[config.mk]
export PLATFORM = sky130hd
export DESIGN_NAME = qdac_front
export DESIGN_NICKNAME = d
export VERILOG_FILES = /design/src/rtl/qdac_pkg.sv /design/src/rtl/qdac_sync.sv /design/src/rtl/qdac_shifter.sv /design/src/rtl/qdac_banks.sv /design/src/rtl/qdac_front.sv
export SDC_FILE = /design/constraint.sdc
export NUM_CORES = 1
export LEC_CHECK = 0
export BUFFER_PORTS_ARGS = -buffer_cell sky130_fd_sc_hd__buf_4
export CORE_ASPECT_RATIO = 1.5
export CORE_MARGIN = 10
export CORE_UTILIZATION = 45
export CTS_BUF_LIST = sky130_fd_sc_hd__clkbuf_8
export DETAILED_ROUTE_END_ITERATION = 8
export PLACE_DENSITY = 0.67
export REMOVE_ABC_BUFFERS = 1
export SLEW_MARGIN = 20
export SYNTH_ARGS = -nofsm -noshare
export SYNTH_HDL_FRONTEND = slang
export SYNTH_SLANG_ARGS = --single-unit
[constraint.sdc]
create_clock -name clk -period 2.2 [get_ports clk]
set_clock_uncertainty 0.1 [all_clocks]
set_input_delay 0 -clock clk [delete_from_list [all_inputs] [get_ports clk]]
set_output_delay 0 -clock clk [all_outputs]
set_load 0.005 [all_outputs]
[src/rtl/qdac_pkg.sv]
package qdac_pkg;
    localparam int WORD_W_DEF = 16;
    localparam int ADDR_W_DEF = 2;
    localparam int DATA_W_DEF = 8;
    localparam int NCH_DEF    = 4;
    localparam int SYNC_DEF   = 2;

    // index of each pin within the synchronizer vector
    localparam int PIN_SCLK = 0;
    localparam int PIN_SDI  = 1;
    localparam int PIN_CSN  = 2;
    localparam int PIN_LDN  = 3;
    localparam int PIN_SHDN = 4;
    localparam int PIN_CNT  = 5;
endpackage

[src/rtl/qdac_sync.sv]
module qdac_sync #(
    parameter int W      = 1,
    parameter int STAGES = 2,
    parameter logic [W-1:0] RST_VAL = '0
) (
    input  logic         clk,
    input  logic         rst_n,
    input  logic [W-1:0] din,
    output logic [W-1:0] dout
);
    logic [STAGES-1:0][W-1:0] pipe_d, pipe_q;

    always_comb begin
        pipe_d[0] = din;
        for (int i = 1; i < STAGES; i++) begin
            pipe_d[i] = pipe_q[i-1];
        end
    end

    always_ff @(posedge clk or negedge rst_n) begin
        if (!rst_n) begin
            for (int i = 0; i < STAGES; i++) pipe_q[i] <= RST_VAL;
        end else begin
            pipe_q <= pipe_d;
        end
    end

    assign dout = pipe_q[STAGES-1];
endmodule

[src/rtl/qdac_shifter.sv]
module qdac_shifter #(
    parameter int WORD_W = 16
) (
    input  logic              clk,
    input  logic              rst_n,
    input  logic              sclk_s,
    input  logic              sdi_s,
    input  logic              csn_s,
    output logic [WORD_W-1:0] word,
    output logic              xfer
);
    typedef struct packed {
        logic              sclk_prev;
        logic              csn_prev;
        logic [WORD_W-1:0] sreg;
    } shf_t;

    shf_t st_d, st_q;
    logic sclk_rise;
    logic csn_rise;

    always_comb begin
        sclk_rise = sclk_s & ~st_q.sclk_prev;
        csn_rise  = csn_s & ~st_q.csn_prev;
        st_d           = st_q;
        st_d.sclk_prev = sclk_s;
        st_d.csn_prev  = csn_s;
        if (sclk_rise && !csn_s) begin
            st_d.sreg = {st_q.sreg[WORD_W-2:0], sdi_s};
        end
    end

    // only the system reset touches this register; the bank clear does not
    always_ff @(posedge clk or negedge rst_n) begin
        if (!rst_n) begin
            st_q.sclk_prev <= 1'b0;
            st_q.csn_prev  <= 1'b1;
            st_q.sreg      <= '0;
        end else begin
            st_q <= st_d;
        end
    end

    assign word = st_q.sreg;
    assign xfer = csn_rise;
endmodule

[src/rtl/qdac_banks.sv]
module qdac_banks #(
    parameter int WORD_W = 16,
    parameter int ADDR_W = 2,
    parameter int DATA_W = 8,
    parameter int NCH    = 4
) (
    input  logic                     clk,
    input  logic                     bank_rst_n,
    input  logic [WORD_W-1:0]        word,
    input  logic                     xfer,
    input  logic                     load_s_n,
    output logic [NCH*DATA_W-1:0]    in_flat,
    output logic [NCH*DATA_W-1:0]    dac_flat
);
    typedef struct packed {
        logic [NCH-1:0][DATA_W-1:0] inr;
        logic [NCH-1:0][DATA_W-1:0] dac;
    } bank_t;

    bank_t bk_d, bk_q;
    logic [ADDR_W-1:0] sel;
    logic [DATA_W-1:0] code;

    assign sel  = word[WORD_W-1 -: ADDR_W];
    assign code = word[DATA_W-1:0];

    always_comb begin
        bk_d = bk_q;
        for (int c = 0; c < NCH; c++) begin
            if (xfer && (int'(sel) == c)) bk_d.inr[c] = code;
        end
        if (!load_s_n) bk_d.dac = bk_d.inr;
    end

    always_ff @(posedge clk or negedge bank_rst_n) begin
        if (!bank_rst_n) begin
            bk_q <= '0;
        end else begin
            bk_q <= bk_d;
        end
    end

    for (genvar c = 0; c < NCH; c++) begin : g_flat
        assign in_flat[c*DATA_W +: DATA_W]  = bk_q.inr[c];
        assign dac_flat[c*DATA_W +: DATA_W] = bk_q.dac[c];
    end
endmodule

[src/rtl/qdac_front.sv]
module qdac_front
    import qdac_pkg::*;
#(
    parameter int WORD_W = WORD_W_DEF,
    parameter int ADDR_W = ADDR_W_DEF,
    parameter int DATA_W = DATA_W_DEF,
    parameter int NCH    = NCH_DEF,
    parameter int SYNC_N = SYNC_DEF
) (
    input  logic                  clk,
    input  logic                  rst_n,
    input  logic                  ser_clk,
    input  logic                  ser_sel_n,
    input  logic                  ser_data,
    input  logic                  load_n,
    input  logic                  clear_n,
    input  logic                  shutdown_in,
    output logic [NCH*DATA_W-1:0] dac_code,
    output logic                  shutdown_out
);
    localparam logic [PIN_CNT-1:0] SYNC_RST = PIN_CNT'((1 << PIN_CSN) | (1 << PIN_LDN));

    logic [PIN_CNT-1:0]    pins_raw, pins_s;
    logic                  csn_s, load_s_n;
    logic [WORD_W-1:0]     sreg;
    logic                  xfer;
    logic                  bank_rst_n;
    logic [NCH*DATA_W-1:0] in_flat;

    always_comb begin
        pins_raw           = '0;
        pins_raw[PIN_SCLK] = ser_clk;
        pins_raw[PIN_SDI]  = ser_data;
        pins_raw[PIN_CSN]  = ser_sel_n;
        pins_raw[PIN_LDN]  = load_n;
        pins_raw[PIN_SHDN] = shutdown_in;
    end

    qdac_sync #(.W(PIN_CNT), .STAGES(SYNC_N), .RST_VAL(SYNC_RST)) u_sync (
        .clk  (clk),
        .rst_n(rst_n),
        .din  (pins_raw),
        .dout (pins_s)
    );

    assign csn_s    = pins_s[PIN_CSN];
    assign load_s_n = pins_s[PIN_LDN];

    qdac_shifter #(.WORD_W(WORD_W)) u_shift (
        .clk   (clk),
        .rst_n (rst_n),
        .sclk_s(pins_s[PIN_SCLK]),
        .sdi_s (pins_s[PIN_SDI]),
        .csn_s (csn_s),
        .word  (sreg),
        .xfer  (xfer)
    );

    assign bank_rst_n = rst_n & clear_n;

    qdac_banks #(.WORD_W(WORD_W), .ADDR_W(ADDR_W), .DATA_W(DATA_W), .NCH(NCH)) u_banks (
        .clk       (clk),
        .bank_rst_n(bank_rst_n),
        .word      (sreg),
        .xfer      (xfer),
        .load_s_n  (load_s_n),
        .in_flat   (in_flat),
        .dac_flat  (dac_code)
    );

    assign shutdown_out = pins_s[PIN_SHDN];
endmodule

==> results.sh <==
export IMPL_status="finished clean"
export IMPL_grt_max_degree=29
export IMPL_final_cell_area_um2=4168
export IMPL_r2r_setup_slack_ps=260
export IMPL_path_clk_slew_ps=90
export IMPL_power_leakage_nw=2.116
export IMPL_cts_root_buf="clkbuf_8"
export IMPL_dp_final_hpwl_um=4059
export IMPL_rsz0062_at_grt="no"
export IMPL_sw_frac_of_total_pct=23.47
export IMPL_antennaDiodeCount=0
export IMPL_first_iter_violations=96
export IMPL_yosysWarnings=0
export IMPL_place_area_um2=3872
export IMPL_synthCells=185
export IMPL_ys_ff_latch=92
export IMPL_start_util_pct=46.30
export IMPL_cp_end_kind="register"
export IMPL_hold_path_class="in -> async"
export IMPL_netlist_area_um2=3368
export IMPL_peakVddDrop_mv=0.6030
export IMPL_maxSlewViolCount=0
export IMPL_min_period_ps=1942
export IMPL_p_sw_mw=0.8698
export IMPL_max_cap_violations=0
export IMPL_clock_path_buffers=2
export IMPL_cp_max_fo=6
export IMPL_die_w_um=90.64
export IMPL_hold_viol_final=0
export IMPL_worst_pin_slew_ps=549.8
export IMPL_p_int_mw=2.835
export IMPL_power_frac_comb_pct=11.1
export IMPL_viasPerCell=4.722
export IMPL_core_area_um2=7274
export IMPL_crit_path_start_kind="register"
export IMPL_final_nets=255
export IMPL_die_h_um=126.0
export IMPL_wl_per_cell_um=16.70
export IMPL_min_period_over_period_pct=88.25
export IMPL_pin_count=41
export IMPL_grt_pass1_vias=1895
export IMPL_grtUsageTotal_pct=11.33
export IMPL_tns_ps=0
export IMPL_clock_latency_ps=360
export IMPL_antenna_left=0
export IMPL_grt_pass1_wl_um=10130
export IMPL_synthSimpleGateAreaFrac_pct=2.452
export IMPL_routed_wl_um=5879
export IMPL_final_common_cell="dfrtp_1"
export IMPL_p_clk_share_pct=33.6
export IMPL_synth_area_per_cell_um2=18.21
export IMPL_drt_pass1_iterations=3
export IMPL_synth_seq_area_share_pct=68.54
export IMPL_fmax_mhz=515.1
export IMPL_worstPathArrival_ps=2100
export IMPL_synth_top_family_by_area="multiplexers"
export IMPL_drc_errors=0
export IMPL_area_growth_synth_to_final_pct=23.74
export IMPL_synth_compound_area_share_pct=0
export IMPL_synth_fa_ha_area_share_pct=0
export IMPL_port_buffers=40
export IMPL_cts_tree="built"
export IMPL_cts_sinks=92
export IMPL_slew_limit_headroom_pct=63.34
export IMPL_timing_rr_start="u_sync.dout[2]"
export IMPL_dieArea_um2=11420
export IMPL_cp_startpoint="u_sync.dout[2]"
export IMPL_gr_total_overflow=0
export IMPL_ff2ff_path_depth=4
export IMPL_synthXorXnorAreaFrac_pct=0
export IMPL_drive_above_1_share_pct=60.32
export IMPL_synthMuxAreaShare_pct=27.75
export IMPL_cts_max_level=3
export IMPL_seqPwrFrac_pct=55.3
export IMPL_cp_required_ps=2350
export IMPL_antenna_found_initial=0
export IMPL_gp_congestion=0.7116
export IMPL_setup_viol=0
export IMPL_reg2reg_to="u_banks.dac_flat[1]"
export IMPL_setup_worst_path_class="reg -> reg"
export IMPL_p_per_area_nw_per_um2=889.0
export IMPL_via_count=1662
export IMPL_cts_buffers=9
export IMPL_final_cell_mix="87 x dfrtp_1, 67 x mux2_2, 48 x buf_4, 10 x clkbuf_8, 9 x mux2_4"
export IMPL_std_cell_rows=38
export IMPL_synth_cell_types=14
-- timing repair --
item                                    in CTS  in global routing
hold buffers                                 7                  0
endpoints found under the setup margin       0                  0
buffers inserted                             0                  0
hold endpoints to repair                    52                  0
gates resized for setup                      0                  0
-- synthesized netlist by cell type, drive strengths merged --
cell type  instances  area [µm²]
mux2              80       934.6
clkbuf             1       3.750
buf                6       38.78
nor4b              1       23.77
nor3b              1       12.51
and4bb             2       25.02
dfrtp             87        2177
and2               1       6.260
dfstp              5       131.4
nand4b             1       15.01
-- stage by stage --
stage | total power, mW | hold slack (ps) | setup WS, ps | instances | util (%)
2_1_floorplan | 2.270 | -395.6 | 138.5 | 178 | -
3_3_place_gp | 2.492 | -28.55 | 301.8 | 329 | 53.23
3_5_place_dp | 2.507 | -33.18 | 259.6 | 329 | 53.23
4_1_cts | 3.773 | 119.4 | 242.5 | 352 | 57.29
5_1_grt | 3.894 | 150.2 | 178.5 | 352 | 57.29
6_report | 3.705 | 114.0 | 258.5 | 352 | 57.29
-- cell type report --
class                      instances  area, µm²
clock buffer                      10      137.6
clock inverter                     6      87.58
fill                             597       3107
multi-input combinational         86       1018
sequential                        92       2308
tap                              100      125.1
timing repair buffer              58      490.5
-- metal layers --
layer	vias up	GRT usage [%]	wire, µm
li1	773	-	-
met1	847	13.76	2666
met2	31	17.62	2859
met3	11	3.270	203
met4	0	6.485	150
met5	-	0	0
-- sequential cells by signal (all words and copies together), names as in the netlist --
register / count
u_banks.dac_flat: 32
u_banks.in_flat: 32
u_shift.word: 16
u_sync.dout: 5
u_sync.pipe_d: 5
u_shift.st_q: 2
-- kinds of logic (layout without fill, tap and decap cells) --
| kind of cell | after synthesis | count (layout) |
|---|---|---|
| flops | 92 | 92 |
| mux | 80 | 80 |
| buf+inv | 7 | 74 |
| simple gates | 6 | 6 |
-- worst max-delay path by stage --
stage,to,cells past startpoint
detailed placement,u_banks.dac_flat[1],4
CTS,u_banks.dac_flat[1],4
finish,u_banks.dac_flat[1],4
global placement,u_banks.dac_flat[1],4
floorplan,u_banks.dac_flat[0],1
global route,u_banks.dac_flat[0],4
-- worst max-delay path: stages (launching register included) --
cell	delay, ps
dfstp_2	600
nor4b_4	280
buf_4	220
mux2_2	350
mux2_1	280
-- power groups by stage --
stage / sequential [mW] / clock [mW] / combinational (mW)
finish: 2.05 / 1.24 / 0.412
detailed placement: 2.09 / 0 / 0.417
CTS: 2.06 / 1.29 / 0.428
global placement: 2.08 / 0 / 0.407
global route: 2.09 / 1.35 / 0.457
floorplan: 2.05 / 0 / 0.223
No activity file was read; power rests on OpenSTA's default activity.
